### src/rtl/gray_seq_pkg.sv
package gray_seq_pkg;
  localparam int STATE_W = 3;
  localparam int N_STATES = 1 << STATE_W;

  typedef logic [STATE_W-1:0] state_t;

  function automatic state_t gray_to_idx(input state_t g);
    state_t b;
    b[STATE_W-1] = g[STATE_W-1];
    for (int i = STATE_W - 2; i >= 0; i--) b[i] = b[i+1] ^ g[i];
    return b;
  endfunction

  function automatic state_t idx_to_gray(input state_t b);
    return b ^ (b >> 1);
  endfunction

  // walk the reflected code downward: 000 -> 100 -> 101 ...
  function automatic state_t gray_succ(input state_t g);
    return idx_to_gray(gray_to_idx(g) - state_t'(1));
  endfunction

  function automatic int unsigned bit_diff(input state_t a, input state_t b);
    int unsigned n;
    n = 0;
    for (int i = 0; i < STATE_W; i++) n += int'(a[i] ^ b[i]);
    return n;
  endfunction
endpackage

### src/rtl/gray_seq_sync.sv
module gray_seq_sync #(
  parameter int STAGES = 2
) (
  input  logic clk_i,
  input  logic rst_ni,
  input  logic async_i,
  output logic sync_o
);
  logic [STAGES-1:0] chain_q;

  generate
    if (STAGES == 1) begin : g_single
      always_ff @(posedge clk_i or negedge rst_ni)
        if (!rst_ni) chain_q <= '0;
        else         chain_q <= async_i;
    end else begin : g_chain
      // only chain_q[0] ever sees the raw pin
      always_ff @(posedge clk_i or negedge rst_ni)
        if (!rst_ni) chain_q <= '0;
        else         chain_q <= {chain_q[STAGES-2:0], async_i};
    end
  endgenerate

  assign sync_o = chain_q[STAGES-1];
endmodule

### src/rtl/gray_seq_state.sv
module gray_seq_state
  import gray_seq_pkg::*;
(
  input  logic   clk_i,
  input  logic   rst_ni,
  input  logic   adv_sync_i,
  output state_t state_o
);
  state_t state_q, state_d;

  always_comb begin
    state_d = state_q;
    if (adv_sync_i) state_d = gray_succ(state_q);
  end

  always_ff @(posedge clk_i or negedge rst_ni)
    if (!rst_ni) state_q <= '0;
    else         state_q <= state_d;

  assign state_o = state_q;

  a_r3_hold_when_idle: assert property (@(posedge clk_i) disable iff (!rst_ni)
    !adv_sync_i |=> $stable(state_q));

  a_r6_one_bit_step: assert property (@(posedge clk_i) disable iff (!rst_ni)
    (state_q != $past(state_q)) |-> ($countones(state_q ^ $past(state_q)) == 1));

  a_r2_wrap_to_zero: assert property (@(posedge clk_i) disable iff (!rst_ni)
    (adv_sync_i && state_q == 3'b001) |=> (state_q == 3'b000));

  a_r2_from_100: assert property (@(posedge clk_i) disable iff (!rst_ni)
    (adv_sync_i && state_q == 3'b100) |=> (state_q == 3'b101));

  a_r4_moves_when_req: assert property (@(posedge clk_i) disable iff (!rst_ni)
    adv_sync_i |=> !$stable(state_q));
endmodule

### src/rtl/gray_seq_check.sv
module gray_seq_check
  import gray_seq_pkg::*;
(
  input  logic   clk_i,
  input  logic   rst_ni,
  input  state_t state_i,
  output logic   illegal_o
);
  state_t prev_q;

  always_ff @(posedge clk_i or negedge rst_ni)
    if (!rst_ni) prev_q <= '0;
    else         prev_q <= state_i;

  assign illegal_o = bit_diff(prev_q, state_i) > 1;

  a_r7_flag_needs_change: assert property (@(posedge clk_i) disable iff (!rst_ni)
    illegal_o |-> (state_i != prev_q));
endmodule

### src/rtl/gray_seq_top.sv
module gray_seq_top
  import gray_seq_pkg::*;
#(
  parameter int SYNC_STAGES = 2
) (
  input  logic               clk_i,
  input  logic               rst_ni,
  input  logic               adv_i,
  output logic [STATE_W-1:0] state_o,
  output logic               illegal_o
);
  logic   adv_sync;
  state_t state;

  gray_seq_sync #(.STAGES(SYNC_STAGES)) u_sync (
    .clk_i   (clk_i),
    .rst_ni  (rst_ni),
    .async_i (adv_i),
    .sync_o  (adv_sync)
  );

  gray_seq_state u_state (
    .clk_i      (clk_i),
    .rst_ni     (rst_ni),
    .adv_sync_i (adv_sync),
    .state_o    (state)
  );

  gray_seq_check u_check (
    .clk_i     (clk_i),
    .rst_ni    (rst_ni),
    .state_i   (state),
    .illegal_o (illegal_o)
  );

  assign state_o = state;

  a_r8_never_illegal: assert property (@(posedge clk_i) disable iff (!rst_ni)
    !illegal_o);
endmodule

### config.mk
export PLATFORM = sky130hd
export DESIGN_NAME = gray_seq_top
export DESIGN_NICKNAME = d
export VERILOG_FILES = /design/src/rtl/gray_seq_pkg.sv /design/src/rtl/gray_seq_sync.sv /design/src/rtl/gray_seq_state.sv /design/src/rtl/gray_seq_check.sv /design/src/rtl/gray_seq_top.sv
export SDC_FILE = /design/constraint.sdc
export NUM_CORES = 1
export LEC_CHECK = 0
export BUFFER_PORTS_ARGS = -buffer_cell sky130_fd_sc_hd__buf_2
export CAP_MARGIN = 20
export CELL_PAD_IN_SITES_DETAIL_PLACEMENT = 0
export CELL_PAD_IN_SITES_GLOBAL_PLACEMENT = 1
export CORE_AREA = 2 2 39 41
export DETAILED_ROUTE_END_ITERATION = 16
export DIE_AREA = 0 0 41 43
export PLACE_DENSITY = 0.47
export SLEW_MARGIN = 20
export SYNTH_ARGS = -nofsm -noshare
export SYNTH_HDL_FRONTEND = slang
export SYNTH_SLANG_ARGS = --single-unit
### constraint.sdc
create_clock -name clk_i -period 2.1 [get_ports clk_i]
set_input_delay 0.105 -clock clk_i [delete_from_list [all_inputs] [get_ports clk_i]]
set_output_delay 0.105 -clock clk_i [all_outputs]
set_load 0.005 [all_outputs]
After elaboration in Yosys (flattened, before gate mapping)
Index checks and enable logic that the tools add are counted. W data, S select, Z words.

Input port bits: 3. Register bits: 8. Word-level logic and storage cells: 13. Output and inout bits: 4.

$lt $le $gt $ge: 1. Bitwise logic cells: 6. Add/subtract/negate cells: 3.

Operator list (count): $add A32 B32 Y32 (2); $gt A32 B1 Y1 const B (1); $xor A1 B1 Y1 (5); $sub A3 B1 Y3 const B (1); $xor A3 B2 Y3 (1).

Longest topological paths before layout
Gate-level depths: netlist of the first run.

Depth after elaboration: 4. Depth in mapped cells: 3.

Hierarchy
A second synthesis of the first run with hierarchy kept.

Cell total of the unflattened synthesis: 21. Area, all modules: 302.8 um^2.

Modules (own cells, without submodules): gray_seq_state (area an instance 131.4 um^2, instances 1, sequential area each 75.1 um^2, cells each 11); gray_seq_check (area an instance 121.4 um^2, instances 1, sequential area each 75.1 um^2, cells each 8); gray_seq_sync (area an instance 50.0 um^2, instances 1, sequential area each 50.0 um^2, cells each 2).

Worst setup path after synthesis of the first run
Ideal clock, no wire load.

Kind: register to output. Start point: reg u_state.state_q[0], in the netlist u_state.state_o[0]. End point: out illegal_o. Buffers on the path: 0. Cell stages (with the launch flop): 4. Setup slack: 968 ps. Arrival time: 1027 ps. Cells stage by stage: dfrtp_1 > xor2_1 > ha_1 > a21o_1.

Longest elaborated chain between the ends: 4.

RTL lines: start, declared (line gray_seq_state.sv:9) `state_t state_q, state_d;`; start signal, assigned (line gray_seq_state.sv:18) `else state_q <= state_d;`; $xor A1 B1 Y1 (line gray_seq_pkg.sv:26) `for (int i = 0; i < STATE_W; i++) n += int'(a[i] ^ b[i]);`; $add A32 B32 Y32 (2 in a row) (line gray_seq_pkg.sv:26); $gt A32 B1 Y1 (line gray_seq_check.sv:15) `assign illegal_o = bit_diff(prev_q, state_i) > 1;`; end, declared (line gray_seq_top.sv:10) `output logic illegal_o`.

Every way passes these cells.

==> flow_summary.toml, run 1 <==
[hold_path]
hp-class = "in2async"

[timing]
rsz0062_at_grt = "false"
fin_worst_skew_ps = 1.826
fin_ws_ps = 571.0
fin_crit_ps = 1529
maxSlewViolCount = 0
finalSetupViolCount = 0
maxSlewHeadroom_pct = 86.27
finalSetupTns_ps = 0
worst_pin_slew_ps = 206.0
post-route-period-util_pct = 72.81
fmax_mhz = 654.0
hold_viol_final = 0

[job]
max-cap-violations = 0

[synth]
synth_area_per_cell_sq_um = 14.24
netlist_instances = 21
syn_area_sq_um = 299.0
seq_area_frac_synth_pct = 66.95
yosys_warnings = 0
syn_nets = 25
synth-seq-cells = 8
synth_cell_types = 12

[route]
wl_per_cell_um = 8.500
first_iter_violations = 0
drc_errors = 0
routed-via-count = 176
firstDrtPassIters = 1
vias_per_cell = 3.667
drtAntennaViolNets = 0
drt_wl_total_um = 408

[finish]
mostFrequentLayoutCell = "dfrtp_1"
most-common-layout-cells = "dfrtp_1, buf_2, xor2_1, clkbuf_4, dlygate4sd3_1"
final_cell_area_sq_um = 391.6
layout-drive-gt1-share_pct = 28.13
final_nets = 38
syn2layout_area_growth_pct = 30.96
antenna_cells = 0

[clock_tree]
cts_max_level = 1
ctsRootBufferMaster = "clkbuf_4"
cts_buffers = 3
clkLatencyLatePin_ps = 250
clk_path_buf_depth = 2
cts_resized = 0
clk_pin_slew_ps = 50
cts_tree = "yes"
cts_sinks = 8

[place]
dp_hpwl_um = 302.3
io_buffers = 6
place_congestion = 0.6813
dpl_cell_area_sq_um = 349.1
dp_worst_setup_slack_ps = 832.4

[grt]
track_usage_pct = 6.795
grt_antenna_before_repair = 0
grt_pass1_wl_um = 703
grt_max_degree = 9
grt_overflow = 0
grt_pass1_vias = 173

[power]
ir_drop_uv = 511.5
leakage_nw = 0.1939
powerDensity_mw_per_mm2 = 1601

[die]
die_w_um = 41
dieArea_sq_mm = 0.001763
die_y_um = 43
start_util_pct = 21.61
row_count = 14
io_pins = 7
core_sq_mm = 0.001384

[setup_path]
worstPathRequired_ps = 2000
cpPeakStageDelay_ps = 440
path_class = "reg2out"
startpoint_type = "flop"
rrSetupSlack_ps = 1160
crit_chain = "xor2_1 > ha_1 > a21o_1 > buf_2"
critical_path_buf_inv_count = 1
cp-end-kind = "primary output"
critPathTopFamily = "flip-flops"
cp_max_fo = 6
arrival_ps = 1420
slowest_stage = "dfrtp_1"

[outcome]
outcome = "complete, no violations"
[repair_timing]
action | 4_1_cts | 5_1_grt
hold endpoints to repair | 9 | 0
buffers inserted | 0 | 0
setup endpoints to repair | 0 | 0
hold buffers | 2 | 0
[worst reg2reg max path, cell delays in order (launching register included)]
cell and delay, ps:
dfrtp_1 420, nand2_1 90, mux2_1 310
[layer usage]
layer	track usage [%]	routed length, um	share of wire, %
met1	6.977	172	42
met2	7.813	166	41
met3	7.853	68	17
met4	4.000	0	0
met5	0	0	0
[synthesized netlist by cell type]
| cell type | number | area share (%) |
|---|---|---|
| nor2_1 | 1 | 1.3 |
| nand2_1 | 1 | 1.3 |
| mux2i_1 | 1 | 3.3 |
| xor2_1 | 3 | 8.8 |
| nand2b_1 | 1 | 2.1 |
| mux2_1 | 1 | 3.8 |
| dfrtp_1 | 8 | 67 |
| inv_1 | 1 | 1.3 |
| xnor2_1 | 1 | 2.9 |
| a21o_1 | 1 | 2.5 |
| a21oi_1 | 1 | 1.7 |
| ha_1 | 1 | 4.2 |
[kinds of logic after synthesis]
family / synth area share, %
AND/OR/NAND/NOR: 4.601
AO/OA/AOI/OAI: 4.183
adder cells (fa/ha/maj): 4.183
multiplexers: 7.113
buffers and inverters: 1.254
XOR/XNOR: 11.72
flip-flops: 66.94
[where the power goes]
part | total (mW) | internal, mW | switching, mW
Clock | 0.112 | 0.0650 | 0.0472
Combinational | 0.238 | 0.143 | 0.0949
Sequential | 0.277 | 0.216 | 0.0611
[area by class of cell]
type	count	area [sq um]
Inverter	1	3.754
Clock buffer	3	22.52
Fill cell	137	992.2
Sequential cell	8	200.2
Multi-Input combinational cell	12	95.09
Timing Repair Buffer	8	50.05
Tap cell	16	20.02
[final timing paths]
path,from,end,cells past startpoint
setup / recovery,flop,illegal_o,4
hold / removal,rst_ni,u_check.prev_q[2],2
setup reg to reg,u_state.state_o[0],flop,2
hold reg to reg,u_sync.chain_q[0],u_sync.chain_q[1],0
max in group asynchronous,rst_ni,async pin,2
min in group clk_i,u_sync.chain_q[0],u_sync.chain_q[1],0
[stage by stage]
stage	power, mW	instances	utilization, %	hold WS [ps]
floorplan	0.4209	21	-	-190.6
global placement	0.5113	43	25.23	-47.27
detailed placement	0.5215	43	25.23	-47.19
CTS	0.6429	48	28.30	215.3
global route	0.6955	48	28.30	231.6
finish	0.6269	48	28.30	214.9
No activity file was read; power rests on OpenSTA's default activity.
==> run 2, diff against run 1 <==
==> constraint.sdc (replaced) <==
create_clock -name clk_i -period 1.6 [get_ports clk_i]
set_input_delay 0.08 -clock clk_i [delete_from_list [all_inputs] [get_ports clk_i]]
set_output_delay 0.08 -clock clk_i [all_outputs]
set_load 0.005 [all_outputs]
==> flow_summary.toml, run 2 (synthesis gave the netlist of run 1 again) <==
[outcome]
outcome = "complete, no violations"

[route]
drc_errors = 0
drt_wl_total_um = 424
first_iter_violations = 2
firstDrtPassIters = 2
drtAntennaViolNets = 0
vias_per_cell = 3.750
routed-via-count = 180
wl_per_cell_um = 8.833

[clock_tree]
cts_max_level = 1
clk_path_buf_depth = 2
clkLatencyLatePin_ps = 240
cts_sinks = 8
cts_tree = "yes"
clk_pin_slew_ps = 50
cts_resized = 0
ctsRootBufferMaster = "clkbuf_4"
post_cts_buffers = 0
cts_buffers = 3

[die]
dieArea_sq_mm = 0.001763
row_count = 14
io_pins = 7
core_sq_mm = 0.001384
start_util_pct = 21.61
die_y_um = 43
die_w_um = 41

[timing]
post-route-period-util_pct = 94.42
worst_pin_slew_ps = 210.9
finalSetupTns_ps = 0
fin_crit_ps = 1511
finalSetupViolCount = 0
rsz0062_at_grt = "false"
fmax_mhz = 661.9
maxSlewViolCount = 0
maxSlewHeadroom_pct = 85.94
fin_worst_skew_ps = 0.6530
hold_viol_final = 0

[finish]
layout-drive-gt1-share_pct = 28.13
final_util_pct = 28.30
most-common-layout-cells = "dfrtp_1, buf_2, xor2_1, clkbuf_4, dlygate4sd3_1"
mostFrequentLayoutCell = "dfrtp_1"
ff_latch_area_sq_um = 200.2
nFillCells = 153
multi_input_area_sq_um = 95.09
antenna_cells = 0
final_nets = 38
syn2layout_area_growth_pct = 30.96

[grt]
grt_pass1_vias = 169
grt_antenna_before_repair = 0
grt_overflow = 0
grt_max_degree = 9
track_usage_pct = 5.680
grt_pass1_wl_um = 621

[setup_path]
cp-end-kind = "primary output"
rrSetupSlack_ps = 660
crit_path_end = "illegal_o"
rr_worst_depth = 2
worstPathRequired_ps = 1520
arrival_ps = 1430
cp_max_fo = 6
path_class = "reg2out"
startpoint_type = "flop"
r2r_start = "u_state.state_o[0]"

[place]
io_buffers = 6
place_congestion = 0.6629

[power]
ir_drop_uv = 597.3
powerDensity_mw_per_mm2 = 2112
power_mw = 0.8270
leakage_nw = 0.1939

[job]
max-cap-violations = 0

[hold_path]
hp-class = "in2async"
-- run 2: cell counts in the layout (fill, tap and decap cells not counted) --
No cell type changed its count.
-- run 2: worst max-delay path: stages (launching register included) --
cell and delay (ps):
dfrtp_1 440, xor2_1 190, ha_1 280, a21o_1 150, buf_2 120
-- run 2: metrics by stage --
step	hold slack [ps]	setup slack, ps	instances	cell area, sq um
2_1_floorplan	-215.6	492.9	21	299.0
3_3_place_gp	-72.42	366.9	43	349.1
3_5_place_dp	-70.37	336.2	43	349.1
4_1_cts	200.5	68.95	48	391.6
5_1_grt	218.2	29.04	48	391.6
6_report	200.1	89.28	48	391.6
-- run 2: where the power goes --
group          total [mW]  leakage, nW  internal (mW)  switching, mW
clock               0.145       0.0138         0.0852         0.0594
combinational       0.319       0.0875          0.188          0.131
sequential          0.364       0.0926          0.283         0.0807
total               0.827        0.194          0.556          0.271
-- run 2: what timing repair did --
item	CTS	global route
hold endpoints to repair	9	0
setup endpoints to repair	0	0
hold buffers	2	0
-- run 2: layout make-up --
type | count | share of cell area (%)
sequential | 8 | 51.12
multi-input combinational | 12 | 24.28
timing repair buffer | 8 | 12.78
clock buffer | 3 | 5.751
tap | 16 | 5.112
inverter | 1 | 0.9585
-- run 2: worst min path at each step --
stage | start | end | cells after the start
2_1_floorplan | rst_ni | async pin | 0
3_3_place_gp | rst_ni | u_sync.chain_q[0] | 1
3_5_place_dp | rst_ni | u_sync.chain_q[0] | 1
4_1_cts | rst_ni | async pin | 2
5_1_grt | rst_ni | async pin | 2
6_report | rst_ni | u_sync.chain_q[0] | 2
-- run 2: layer usage --
metal  up-vias  global-route usage (%)  wire length, um
met1        83                   6.977              192
li1         91                       -                -
met4         0                   4.000                0
met3         0                   3.141               26
met2         6                   7.187              205
met5         -                       0                0
